File: src/rtl/blklock_pkg.sv
package blklock_pkg;

  typedef enum logic [2:0] {
    BS_NONE     = 3'b000,
    BS_TIGHT    = 3'b001,
    BS_LOCKED   = 3'b010,
    BS_UNLOCKED = 3'b100
  } blk_state_e;

  typedef enum logic [1:0] {
    SW_UNLOCK = 2'd0,
    SW_LOCK   = 2'd1,
    SW_TIGHT  = 2'd2
  } sweep_kind_e;

  localparam logic [7:0] OPC_UNLOCK     = 8'h23;
  localparam logic [7:0] OPC_UNLOCK_ALL = 8'h27;
  localparam logic [7:0] OPC_LOCK       = 8'h2A;
  localparam logic [7:0] OPC_TIGHT      = 8'h2C;

  typedef struct packed {
    logic        known;
    logic        whole;
    sweep_kind_e kind;
  } op_dec_t;

  function automatic op_dec_t decode_op(input logic [7:0] op);
    op_dec_t d;
    d.known = 1'b1;
    d.whole = 1'b0;
    d.kind  = SW_UNLOCK;
    unique case (op)
      OPC_UNLOCK:     d.kind = SW_UNLOCK;
      OPC_UNLOCK_ALL: begin d.kind = SW_UNLOCK; d.whole = 1'b1; end
      OPC_LOCK:       d.kind = SW_LOCK;
      OPC_TIGHT:      d.kind = SW_TIGHT;
      default:        d.known = 1'b0;
    endcase
    return d;
  endfunction

endpackage

File: src/rtl/blklock_regs.sv
module blklock_regs #(
  parameter int DATA_W = 16,
  parameter int IDX_W  = 4
) (
  input  logic              clk,
  input  logic              rst,
  input  logic              wr_en,
  input  logic              wr_sel,
  input  logic [DATA_W-1:0] wr_data,
  output logic [IDX_W-1:0]  first_q,
  output logic [IDX_W-1:0]  last_q
);

  logic [IDX_W-1:0] masked;
  logic             unused_hi;

  assign masked    = wr_data[IDX_W-1:0];
  assign unused_hi = ^wr_data[DATA_W-1:IDX_W];

  always_ff @(posedge clk) begin
    if (rst) begin
      first_q <= '0;
      last_q  <= '0;
    end else if (wr_en) begin
      // a first-index write also seeds the last index
      if (!wr_sel) first_q <= masked;
      last_q <= masked;
    end
  end

endmodule

File: src/rtl/blklock_array.sv
module blklock_array
  import blklock_pkg::*;
#(
  parameter int NUM_BLOCKS = 12,
  parameter int IDX_W      = 4
) (
  input  logic             clk,
  input  logic             rst,
  input  logic             rst_cold,
  input  logic             wr_en,
  input  logic [IDX_W-1:0] wr_idx,
  input  blk_state_e       wr_state,
  input  logic [IDX_W-1:0] rd_idx,
  output blk_state_e       rd_state,
  input  logic [IDX_W-1:0] q_idx,
  output blk_state_e       q_state
);

  localparam logic [IDX_W:0] LIMIT = (IDX_W+1)'(NUM_BLOCKS);

  blk_state_e mem [NUM_BLOCKS];

  for (genvar g = 0; g < NUM_BLOCKS; g++) begin : g_entry
    always_ff @(posedge clk) begin
      if (rst) begin
        if (rst_cold) mem[g] <= BS_LOCKED;
      end else if (wr_en && (wr_idx == IDX_W'(g))) begin
        mem[g] <= wr_state;
      end
    end
  end

  always_comb begin
    rd_state = BS_NONE;
    if ({1'b0, rd_idx} < LIMIT) rd_state = mem[rd_idx];
  end

  always_ff @(posedge clk) begin
    if (rst) begin
      q_state <= BS_NONE;
    end else if ({1'b0, q_idx} < LIMIT) begin
      q_state <= mem[q_idx];
    end else begin
      q_state <= BS_NONE;
    end
  end

endmodule

File: src/rtl/blklock_seq.sv
module blklock_seq
  import blklock_pkg::*;
#(
  parameter int NUM_BLOCKS = 12,
  parameter int IDX_W      = 4
) (
  input  logic             clk,
  input  logic             rst,
  input  logic             cmd_valid,
  input  logic [7:0]       cmd_op,
  input  logic [IDX_W-1:0] first_idx,
  input  logic [IDX_W-1:0] last_idx,
  output logic [IDX_W-1:0] cur_idx,
  input  blk_state_e       cur_state,
  output logic             wr_en,
  output blk_state_e       wr_state,
  output logic             busy,
  output logic             done,
  output logic             cmd_err,
  output blk_state_e       wp_status
);

  localparam logic [IDX_W:0]   LIMIT = (IDX_W+1)'(NUM_BLOCKS);
  localparam logic [IDX_W-1:0] TOP   = IDX_W'(NUM_BLOCKS - 1);

  sweep_kind_e      kind_q;
  logic [IDX_W-1:0] idx_q;
  logic [IDX_W-1:0] end_q;
  op_dec_t          dec;
  logic             empty, beyond, tight_hit, skip, finish;

  assign dec     = decode_op(cmd_op);
  assign cur_idx = idx_q;

  always_comb begin
    empty     = idx_q > end_q;
    beyond    = ({1'b0, idx_q} >= LIMIT);
    tight_hit = (cur_state == BS_TIGHT);
    skip      = (kind_q == SW_TIGHT) ? (cur_state == BS_UNLOCKED) : tight_hit;
    wr_en     = busy && !empty && !beyond && !skip;
    unique case (kind_q)
      SW_UNLOCK: wr_state = BS_UNLOCKED;
      SW_LOCK:   wr_state = BS_LOCKED;
      default:   wr_state = BS_TIGHT;
    endcase
    finish = busy && (empty || beyond || (idx_q == end_q) ||
                      ((kind_q != SW_TIGHT) && tight_hit));
  end

  always_ff @(posedge clk) begin
    if (rst) begin
      busy      <= 1'b0;
      done      <= 1'b0;
      cmd_err   <= 1'b0;
      wp_status <= BS_LOCKED;
      kind_q    <= SW_UNLOCK;
      idx_q     <= '0;
      end_q     <= '0;
    end else begin
      done    <= 1'b0;
      cmd_err <= 1'b0;
      if (!busy && cmd_valid) begin
        if (dec.known) begin
          busy   <= 1'b1;
          kind_q <= dec.kind;
          idx_q  <= dec.whole ? '0  : first_idx;
          end_q  <= dec.whole ? TOP : last_idx;
        end else begin
          done    <= 1'b1;
          cmd_err <= 1'b1;
        end
      end
      if (busy) begin
        if (wr_en) wp_status <= wr_state;
        if (finish) begin
          busy    <= 1'b0;
          done    <= 1'b1;
          cmd_err <= beyond && !empty;
        end else begin
          idx_q <= idx_q + 1'b1;
        end
      end
    end
  end

endmodule

File: src/rtl/blklock_ctrl.sv
module blklock_ctrl
  import blklock_pkg::*;
#(
  parameter int NUM_BLOCKS = 12,
  parameter int DATA_W     = 16,
  parameter int IDX_W      = (NUM_BLOCKS > 1) ? $clog2(NUM_BLOCKS) : 1
) (
  input  logic              clk,
  input  logic              rst,
  input  logic              rst_cold,
  input  logic              reg_wr_en,
  input  logic              reg_wr_sel,
  input  logic [DATA_W-1:0] reg_wr_data,
  input  logic              cmd_valid,
  input  logic [7:0]        cmd_op,
  input  logic [IDX_W-1:0]  blk_sel,
  output logic [IDX_W-1:0]  range_start,
  output logic [IDX_W-1:0]  range_end,
  output logic              busy,
  output logic              done,
  output logic              cmd_err,
  output logic [2:0]        wp_status,
  output logic [2:0]        blk_state
);

  logic [IDX_W-1:0] walk_idx;
  blk_state_e       walk_state, new_state, query_state, wp_q;
  logic             walk_wr;

  blklock_regs #(.DATA_W(DATA_W), .IDX_W(IDX_W)) u_regs (
    .clk     (clk),
    .rst     (rst),
    .wr_en   (reg_wr_en),
    .wr_sel  (reg_wr_sel),
    .wr_data (reg_wr_data),
    .first_q (range_start),
    .last_q  (range_end)
  );

  blklock_array #(.NUM_BLOCKS(NUM_BLOCKS), .IDX_W(IDX_W)) u_array (
    .clk      (clk),
    .rst      (rst),
    .rst_cold (rst_cold),
    .wr_en    (walk_wr),
    .wr_idx   (walk_idx),
    .wr_state (new_state),
    .rd_idx   (walk_idx),
    .rd_state (walk_state),
    .q_idx    (blk_sel),
    .q_state  (query_state)
  );

  blklock_seq #(.NUM_BLOCKS(NUM_BLOCKS), .IDX_W(IDX_W)) u_seq (
    .clk       (clk),
    .rst       (rst),
    .cmd_valid (cmd_valid),
    .cmd_op    (cmd_op),
    .first_idx (range_start),
    .last_idx  (range_end),
    .cur_idx   (walk_idx),
    .cur_state (walk_state),
    .wr_en     (walk_wr),
    .wr_state  (new_state),
    .busy      (busy),
    .done      (done),
    .cmd_err   (cmd_err),
    .wp_status (wp_q)
  );

  assign wp_status = wp_q;
  assign blk_state = query_state;

endmodule

File: config.mk
export PLATFORM = sky130hd
export DESIGN_NAME = blklock_ctrl
export DESIGN_NICKNAME = d
export VERILOG_FILES = /design/src/rtl/blklock_pkg.sv /design/src/rtl/blklock_regs.sv /design/src/rtl/blklock_array.sv /design/src/rtl/blklock_seq.sv /design/src/rtl/blklock_ctrl.sv
export SDC_FILE = /design/constraint.sdc
export NUM_CORES = 1
export LEC_CHECK = 0
export ABC_CLOCK_PERIOD_IN_PS = 9470
export BUFFER_PORTS_ARGS = -buffer_cell sky130_fd_sc_hd__buf_4
export CELL_PAD_IN_SITES_DETAIL_PLACEMENT = 2
export CELL_PAD_IN_SITES_GLOBAL_PLACEMENT = 2
export CORE_AREA = 2 2 104 106
export CTS_CLUSTER_DIAMETER = 60
export DETAILED_ROUTE_END_ITERATION = 8
export DIE_AREA = 0 0 106 108
export GPL_ROUTABILITY_DRIVEN = 0
export PLACE_DENSITY_LB_ADDON = 0.1
export SLEW_MARGIN = 10
export SYNTH_ARGS = -nofsm -noshare
export SYNTH_HDL_FRONTEND = slang
export SYNTH_HIERARCHICAL = 1
export SYNTH_SLANG_ARGS = --single-unit
File: constraint.sdc
create_clock -name clk -period 9.47 [get_ports clk]
set_input_delay 1.894 -clock clk [delete_from_list [all_inputs] [get_ports clk]]
set_output_delay 1.894 -clock clk [all_outputs]
set_load 0.1 [all_outputs]
==> metrics.md, run 1 <==
| Metric | Value |
|---|---|
| Number of vias per cell | roughly 5.5 |
| FILL cells | 1099 |
| Met1 WL | roughly 4700 µm |
| Core area | approximately 10000 µm² |
| Hold Path Class | register to register |
| Initial antenna violation count | 0 |
| Reg2Reg Depth | 9 |
| CTS sink cnt | 63 |
| Status | finished, final reports clean |
| Met2 wire length | 5230 µm |
| R2r startpoint | u_seq/cur_idx[0]$_SDFF_PP0_ |
| Share of cells above drive strength 1 | 0.275 |
| Cell Area, Synth | 3560 µm² |
| PwrDens | around 140 nW/µm² |
| R2R Setup Slk | 4.97 ns |
| Yosys warning count | 6 |
| RSZ-0062 raised after global routing | false |
| Worst Path Required | about 9.5 ns |
| Mean Syn Cell Area | about 11 µm² |
| Worst-skew pair later-pin latency | roughly 0.35 ns |
| DP HPWL | 7570 µm |
| Arrival @ worst endpoint | between 4 and 5 ns |
| DRC | 0 |
| Die Ht | ~110 µm |
| Diodes inserted | 0 |
| Hold_ws | roughly 0.47 ns |
| Post-layout min period | roughly 4.5 ns |
| Post-synthesis to final-layout area growth | 15.5% |
| Detail Route Antenna Nets | 0 |
| Largest net degree at the start of global routing | 39 |
| R2R Path End | u_array/mem[1][1]$_SDFFCE_PN1P_ |
| CTS resizes | 0 |
| Worst-path fanout max | 20 |
| Die X | roughly 110 µm |
| Pre-antenna DRT Iters | 4 |
| Distinct cells, synth | 58 |
| Max Used Layer | met4 |
| Hold Crit Depth | 2 |
| TNS Setup | 0 ns |
| Boundary pin count | just over 50 |
| Die area | between 10000 and 15000 µm² |
| Worst-Margin Slew | 1.04 ns |
| Most used flip-flop cell after synthesis | edfxtp_1 |
| Hold buffer count at cts | 0 |
| Total track usage | 0.195 |
| Starting Density | 0.348 |
| Commonest cells after routing, fill and taps aside | buf_4, edfxtp_1, dfxtp_1 |
| Worst vdd rail ir drop | around 0.000044 V |
| CP Capture Type | register |
| CTS root buf | clkbuf_8 |
| Worst-path clk slew | approximately 0.060 ns |
| Final instance area | between 4000 and 5000 µm² |
| Vias in the first global route | about 3000 |
| Final wirelength | around 10000 µm |
| Setup violators final | 0 |
| H-tree levels | 3 |
| Hold path start | u_seq/end_q[1]$_SDFFE_PP0P_ |
| Mapped Cells | 319 |
| TritonCTS Buffers | 9 |
| Met3 wire len | between 200 and 250 µm |
| Setup repair bufs after CTS | 0 |
| First-pass GRT wire length | about 17000 µm |
| Port bufs | 38 |
| Tot Pwr | 592 µW |
| DR iter-0 viols | between 70 and 80 |
| Max Fclk | roughly 0.22 GHz |
| CTS tree | yes |
| Leak | between 0.001 and 0.0015 µW |
| Via count | 2691 |
| Max_cap viols | 0 |
| Crit share post-route | 0.476 |
| Final Hold Violating Endpoints | 0 |
| Row count | 37 |
| Seq/Total Area, Yosys | 0.455 |
| FF+latch count, synth | 63 |
| Critical path launch point type | register |
| Final Util | 0.402 |
| Leading cell type in the layout, fill and taps excluded | buf_4 |
| Post-placement cell area | roughly 3900 µm² |
| Net Count, Synth | 358 |
| Setup CP Type | register to register |
| Maximum clock insertion buffer count | 2 |
| EDFF count, synth | 36 |
| Ys async rst share | 0 |
| Net count reported at finish | approximately 390 |
| Clock Skew | between 0.01 and 0.015 ns |
| Slew headroom | 0.306 |
| WHS Endpoint | u_seq/end_q[1]$_SDFFE_PP0P_ |
| Fin. max-slew vios | 0 |
| Mean routed wirelength per cell | between 20 and 25 µm |
| Congestion Overflow GR | 0 |
-- metal layers --
metal / vias to the layer above / track usage
li1: 1279 / -
met1: 1360 / 0.240
met2: 42 / 0.347
met3: 10 / 0.0271
met4: 0 / 0.0742
met5: - / 0
-- synth_stat cells (9+ instances only) --
cell / n / area [µm²]
edfxtp_1: 36 / 1080
a21oi_1: 14 / 70.1
mux4_2: 12 / 270
and3_1: 19 / 119
mux2_2: 12 / 135
dfxtp_1: 27 / 541
nand2_1: 18 / 67.6
nand2b_1: 13 / 81.3
nor2_1: 19 / 71.3
or3_1: 9 / 56.3
o21ai_0: 12 / 60.1
-- area by class of cell --
type | instances | area, µm² | share of cell area
multi-input combinational | 234 | 1840 | 0.446
clock buffer | 13 | 160 | 0.0389
timing repair buffer | 38 | 285 | 0.0693
inverter | 6 | 22.5 | 0.00547
clock inverter | 3 | 17.5 | 0.00426
sequential | 63 | 1620 | 0.394
tap | 136 | 170 | 0.0414
-- registers in the layout (all words and copies together) (netlist names) --
| register | count |
|---|---|
| u_array/mem | 36 |
| u_regs/first_q | 4 |
| u_regs/last_q | 4 |
| u_seq/cur_idx | 4 |
| u_seq/end_q | 4 |
| u_array/q_state | 3 |
| u_seq/wp_status | 3 |
| u_seq/kind_q | 2 |
| u_seq/busy | 1 |
| u_seq/cmd_err | 1 |
| u_seq/done | 1 |
-- how the worst max path moves through the flow --
stage,slack [ns],depth (start not counted),end,from
final,4.97,9,u_array/mem[1][1]$_SDFFCE_PN1P_,u_seq/cur_idx[0]$_SDFF_PP0_
after global routing,4.64,9,u_array/mem[3][1]$_SDFFCE_PN1P_,u_seq/cur_idx[0]$_SDFF_PP0_
after floorplan,6.05,10,u_array/mem[3][0]$_SDFFCE_PN0P_,u_seq/cur_idx[0]$_SDFF_PP0_
after CTS,4.93,9,u_array/mem[1][0]$_SDFFCE_PN0P_,u_seq/cur_idx[0]$_SDFF_PP0_
after detailed placement,4.95,9,u_array/mem[1][0]$_SDFFCE_PN0P_,u_seq/cur_idx[0]$_SDFF_PP0_
after global placement,5.16,9,u_array/mem[2][2]$_SDFFCE_PN0P_,u_seq/cur_idx[0]$_SDFF_PP0_
-- worst max-delay path, cell delays in order (launching register included) --
cell and delay, ns:
dfxtp_1 0.98, mux4_2 0.64, mux2i_1 0.19, o21ai_0 0.19, nor4bb_1 0.21, a21oi_1 0.19
o21ai_1 0.14, nor3_2 0.51, or4b_4 0.59, o21ai_0 0.49
-- report_power, final --
part | leakage (µW) | switching [µW] | internal, µW
clock network | 0.0000885 | 111 | 110
logic | 0.000788 | 48.0 | 22.7
registers | 0.000529 | 4.69 | 295
-- through the flow --
step | setup WS (ns) | std cells
floorplan | 6.05 | 319
global placement | 5.16 | 477
detailed placement | 4.95 | 477
CTS | 4.93 | 493
global route | 4.64 | 493
finish | 4.97 | 493
-- kinds of logic (layout without fill, tap and decap cells) --
| kind of cell | count (synthesis) | in the layout | share of synthesized area |
|---|---|---|---|
| and+or+nand+nor | 137 | 137 | 0.242 |
| DFF | 63 | 63 | 0.455 |
| AOI/OAI and AO/OA | 58 | 58 | 0.115 |
| muxes | 32 | 32 | 0.136 |
| buffers and inverters | 22 | 60 | 0.0292 |
| adders and majority gates | 5 | 5 | 0.0176 |
| xor gates and xnor gates | 2 | 2 | 0.00492 |
No activity file was read; power rests on OpenSTA's default activity.
==> run 2, diff against run 1 <==
ABC_CLOCK_PERIOD_IN_PS = 4600   (was 9470)
clock period = 4.6 ns   (was 9.47 ns; I/O delays follow)
==> metrics.md, run 2 (synthesized netlist as in run 1, its figures left out) <==
| Metric | Value |
|---|---|
| TNS Setup | 0 ns (unchanged) |
| RSZ-0062 raised after global routing | false |
| Post-synthesis to final-layout area growth | 17.5% |
| Worst Path Required | 4.59 ns (-4.86 ns) |
| CP Cell Sequence | buf_4 -> mux4_2 -> mux2i_1 -> o21ai_0 -> nor2b_1 -> a21oi_1 -> o21ai_1 -> nor3_2 -> buf_4 -> nand4bb_1 -> o21ai_0 |
| Initial antenna violation count | 0 (unchanged) |
| Starting Density | 0.348 (unchanged) |
| Max_cap viols | 0 (unchanged) |
| Final wirelength | 10400 µm (+0.77%) |
| Clock Skew | 0.0101 ns (-0.00125 ns) |
| Die X | 106 µm (unchanged) |
| CTS tree | yes |
| Worst-Margin Slew | 1.07 ns (+0.0297 ns) |
| CTS root buf | clkbuf_8 |
| TritonCTS Buffers | 9 (unchanged) |
| Worst-path fanout max | 8 (-60%) |
| Row count | 37 (unchanged) |
| Total track usage | 0.193 (-0.00207) |
| Max Fclk | 0.262 GHz (+18%) |
| Commonest cells after routing, fill and taps aside | buf_4, edfxtp_1, dfxtp_1 |
| Net count reported at finish | 397 (+1.5%) |
| Crit path max-delay cell type | dfxtp_1 |
| Die Ht | 108 µm (unchanged) |
| Number of vias per cell | 5.46 (about the same) |
| Family with the most delay on the worst path | compound AO/OA/AOI/OAI gates |
| Pre-antenna DRT Iters | 4 (unchanged) |
| Worst-path clk slew | 0.08 ns (+0.02 ns) |
| DR iter-0 viols | 106 (+39%) |
| Reg with most FFs | u_array/mem |
| H-tree levels | 3 (unchanged) |
| Setup violators final | 0 (unchanged) |
| PnR worst setup slack | 0.784 ns (-4.18 ns) |
| Status | finished, final reports clean |
| CTS resizes | 0 (unchanged) |
| Post-layout min period | 3.82 ns (-0.689 ns) |
| Crit share post-route | 0.829 (+0.354) |
| Max Used Layer | met4 |
| Worst vdd rail ir drop | 0.000128 V (+190%) |
| Share of cells above drive strength 1 | 0.295 (+0.0203) |
| PwrDens | 303 nW/µm² (+110%) |
| Boundary pin count | 51 (unchanged) |
| Setup CP Type | register to register |
| Hold path start | u_seq/end_q[2]$_SDFFE_PP0P_ |
| Via count | 2726 (+1.3%) |
| Maximum clock insertion buffer count | 2 (unchanged) |
| Non-Filler Instances | 499 (+1.2%) |
| Met3 wire len | 205 µm (-16%) |
| Congestion Overflow GR | 0 (unchanged) |
| Vias in the first global route | 2924 (-1.7%) |
| Final Hold Violating Endpoints | 0 (unchanged) |
| CP Capture Type | register |
| Leading cell type in the layout, fill and taps excluded | buf_4 |
| CP max stage delay | 0.52 ns (-0.46 ns) |
| Leak | 0.00145 µW (+2.9%) |
| Met2 wire length | 5280 µm (+0.90%) |
| Largest net degree at the start of global routing | 39 (unchanged) |
| Diodes inserted | 0 (unchanged) |
| Hold buffer count at cts | 0 (unchanged) |
| Setup repair bufs after CTS | 0 (unchanged) |
| CP bufs+invs | 2 (+2) |
| Met1 WL | 4750 µm (+1.9%) |
| Worst-skew pair later-pin latency | 0.34 ns (about the same) |
| Mean routed wirelength per cell | 20.8 µm (-0.44%) |
| Die area | 11400 µm² (unchanged) |
| DRC | 0 (unchanged) |
| Arrival @ worst endpoint | 3.80 ns (-0.69 ns) |
| Slew headroom | 0.286 (-0.0198) |
| Max reg flops | 36 (unchanged) |
| Core area | 10200 µm² (unchanged) |
| Port bufs | 38 (unchanged) |
| DP HPWL | 7670 µm (+1.4%) |
| Fin. max-slew vios | 0 (unchanged) |
| First-pass GRT wire length | 16500 µm (-1.2%) |
| Crit path from | u_seq/cur_idx[0]$_SDFF_PP0_ |
| R2r startpoint | u_seq/cur_idx[0]$_SDFF_PP0_ |
| Critical path launch point type | register |
| Post-Place Setup Slack | 0.752 ns (-4.19 ns) |
| Final Util | 0.409 (+0.00697) |
| Hold Path Class | register to register |
| Detail Route Antenna Nets | 0 (unchanged) |
| CTS sink cnt | 63 (unchanged) |
| Dpl cells | 483 (+1.3%) |
| Tot Pwr | 1270 µW (+110%) |
## run 2: path summary, 6_finish.rpt
check	endpoint	slack (ns)	cells past startpoint
worst min register to register	u_seq/end_q[2]$_SDFFE_PP0P_	0.46	2
worst max register to register	u_array/mem[11][0]$_SDFFCE_PN0P_	0.78	11
worst max-delay path	u_array/mem[11][0]$_SDFFCE_PN0P_	0.78	11
worst min-delay path	u_seq/end_q[2]$_SDFFE_PP0P_	0.46	2
## run 2: area by class of cell
cell class	instances	area (µm²)
well taps	136	170
clock inverters	7	80.1
repair buffers	44	330
inverters	6	22.5
multi-input cells	234	1840
clock buffers	9	124
flip-flops and latches	63	1620
fillers	1109	6050
## run 2: routing by layer
layer | vias up | global-route usage
li1 | 1294 | -
met1 | 1382 | 0.251
met2 | 40 | 0.335
met3 | 10 | 0.0265
met4 | 0 | 0.0573
met5 | - | 0
## run 2: per-stage QoR
| stage | hold WS, ns | instance area [µm²] |
|---|---|---|
| after floorplan | 0.432 | 3560 |
| after global placement | 0.446 | 3980 |
| after detailed placement | 0.447 | 3980 |
| after CTS | 0.458 | 4190 |
| after global routing | 0.504 | 4190 |
| final | 0.462 | 4190 |
## run 2: tightest hold or removal path, cell delays in order, from the launching register on
cell and delay, ns:
dfxtp_1 0.32, nand2_1 0.05, a21oi_1 0.05
## run 2: power breakdown
| group | switching [µW] | leakage [µW] | internal (µW) | total, µW |
|---|---|---|---|---|
| Sequential | 9.39 | 0.000529 | 607 | 616 |
| Combinational | 99.7 | 0.000821 | 46.8 | 146 |
| Clock | 250 | 0.0000964 | 256 | 505 |
==> run 3, diff against run 2 <==
ABC_CLOCK_PERIOD_IN_PS = 3400   (was 4600)
CORE_AREA = 2 2 106 108   (was 2 2 104 106)
DIE_AREA = 0 0 108 110   (was 0 0 106 108)
clock period = 3.4 ns   (was 4.6 ns; I/O delays follow)
==> metrics.md, run 3 (synthesized netlist as in run 1, its figures left out) <==
| Metric | Value |
|---|---|
| Status | finished, final reports clean |
| Final Hold Violating Endpoints | 0 (unchanged) |
| Hold Crit Depth | 2 (unchanged) |
| Port bufs | 38 (unchanged) |
| TNS Setup | 0 ns (unchanged) |
| Diodes inserted | 0 (unchanged) |
| Max_cap viols | 0 (unchanged) |
| Post-layout min period | 3.27 ns (-0.541 ns) |
| Max reg flops | 36 (unchanged) |
| H-tree levels | 3 (unchanged) |
| DR iter-0 viols | 115 (+8.5%) |
| R2R Path End | u_array/mem[2][0]$_SDFFCE_PN0P_ |
| Reg with most FFs | u_array/mem |
| Congestion Overflow GR | 0 (unchanged) |
| Worst-Margin Slew | 1.07 ns (+0.00573 ns) |
| Die Ht | 110 µm (+1.9%) |
| Arrival @ worst endpoint | 3.34 ns (-0.46 ns) |
| Vias in the first global route | 3096 (+5.9%) |
| PwrDens | 415 nW/µm² (+37%) |
| Setup CP Type | register to register |
| Net count reported at finish | 421 (+6.0%) |
| Maximum clock insertion buffer count | 2 (unchanged) |
| TritonCTS Buffers | 9 (unchanged) |
| Final wirelength | 11200 µm (+8.0%) |
| WHS Endpoint | u_seq/wp_status[0]$_SDFFE_PP0P_ |
| Starting Density | 0.333 (-0.0152) |
| Share of cells above drive strength 1 | 0.351 (+0.0567) |
| R2r startpoint | u_seq/cur_idx[0]$_SDFF_PP0_ |
| R2R Setup Slk | 0.13 ns (-0.66 ns) |
| Worst-path fanout max | 9 (+1) |
| Largest net degree at the start of global routing | 39 (unchanged) |
| CTS root buf | clkbuf_8 |
| CTS tree | yes |
| DP HPWL | 8040 µm (+4.7%) |
| Worst-path clk slew | 0.08 ns (about the same) |
| Worst-skew pair later-pin latency | 0.34 ns (about the same) |
| RSZ-0062 raised after global routing | true |
| Slew headroom | 0.281 (-0.00500) |
| Leak | 0.00162 µW (+12%) |
| Die X | 108 µm (+1.9%) |
| Crit path from | u_seq/cur_idx[0]$_SDFF_PP0_ |
| Crit share post-route | 0.963 (+0.134) |
| Worst Path Required | 3.46 ns (-1.13 ns) |
| Max Fclk | 0.305 GHz (+17%) |
| Clock Skew | 0.00980 ns (-0.000305 ns) |
| Die area | 11900 µm² (+3.8%) |
| Post-synthesis to final-layout area growth | 25.3% |
| Worst vdd rail ir drop | 0.000151 V (+18%) |
| Number of vias per cell | 5.45 (-0.17%) |
| Hold path start | u_seq/wp_status[0]$_SDFFE_PP0P_ |
| Total track usage | 0.195 (+0.00296) |
| Setup violators final | 0 (unchanged) |
| First-pass GRT wire length | 17200 µm (+4.0%) |
| DRC | 0 (unchanged) |
| Critical path launch point type | register |
| Row count | 38 (+2.7%) |
| Detail Route Antenna Nets | 0 (unchanged) |
| Leading cell type in the layout, fill and taps excluded | buf_4 |
| Via count | 2874 (+5.4%) |
| Hold Path Class | register to register |
| Reg2Reg Depth | 11 (unchanged) |
| Initial antenna violation count | 0 (unchanged) |
| Commonest cells after routing, fill and taps aside | buf_4, edfxtp_1, dfxtp_1 |
| Pre-antenna DRT Iters | 4 (unchanged) |
| CP Capture Type | register |
| Hold buffer count at cts | 0 (unchanged) |
| Mean routed wirelength per cell | 21.2 µm (+2.3%) |
| Boundary pin count | 51 (unchanged) |
| CTS sink cnt | 63 (unchanged) |
| Core area | 10700 µm² (+4.6%) |
| Fin. max-slew vios | 0 (unchanged) |
| Hold_ws | 0.474 ns (+0.0120 ns) |
==> run 3: cell types whose count changed in the layout (fill, tap and decap cells not counted), sizes merged <==
cell	previous run	this run
clkinv	2	4
clkinvlp	2	0
buf	44	67
bufinv	1	3
inv	8	6
clkbuf	9	10
==> run 3: final cells by class <==
type,instances,area [µm²]
inverters,6,22.5
clock buffers,9,124
repair buffers,68,541
fillers,1154,6240
multi-input cells,234,1850
clock inverters,7,121
well taps,140,175
flip-flops and latches,63,1630
==> run 3: stage by stage <==
stage               area (µm²)  total power [µW]  utilization  setup WS (ns)  cells
floorplan                 3560               986            -         0.0661    319
global placement          4130              1050        0.386          0.209    505
detailed placement        4130              1060        0.386         0.0198    505
CTS                       4380              1870        0.410         0.0315    521
global route              4460              1920        0.417        -0.0123    527
finish                    4460              1850        0.417          0.125    527
==> run 3: repair_timing <==
action / CTS / global route
cloned: 0 / 1
buffers inserted: 0 / 5
gates resized for setup: 1 / 12
pin swaps: 0 / 3
setup endpoints to repair: 6 / 43
==> run 3: critical path, stage by stage, from the launching register on <==
cell and delay [ns]:
dfxtp_4 0.38, buf_12 0.15, mux4_2 0.51, mux2i_2 0.22, o21ai_2 0.11, nor2b_1 0.17
a21oi_1 0.21, o21ai_2 0.10, nor3_2 0.25, or4b_4 0.54, o21ai_0 0.19, buf_4 0.16
==> run 3: routing by layer <==
layer,global-route usage,up-vias,part of all wire
li1,-,1338,-
met1,0.262,1479,0.47
met2,0.331,45,0.49
met3,0.0253,12,0.022
met4,0.0604,0,0.011
met5,0,-,0
==> run 3: power breakdown <==
group / switching (µW) / total (µW) / internal [µW]
registers: 12.0 / 832 / 820
logic: 138 / 210 / 71.8
clock network: 323 / 812 / 489
total: 472 / 1850 / 1380
==> run 3: worst max-delay path by stage <==
stage,end,slack (ns),depth (start not counted)
after global routing,u_array/mem[1][0]$_SDFFCE_PN0P_,-0.01,11
after detailed placement,u_array/mem[6][2]$_SDFFCE_PN0P_,0.02,12
after CTS,u_array/mem[1][1]$_SDFFCE_PN1P_,0.03,11
after floorplan,u_array/mem[3][0]$_SDFFCE_PN0P_,0.07,10
after global placement,u_array/mem[3][0]$_SDFFCE_PN0P_,0.21,11
final,u_array/mem[2][0]$_SDFFCE_PN0P_,0.13,11
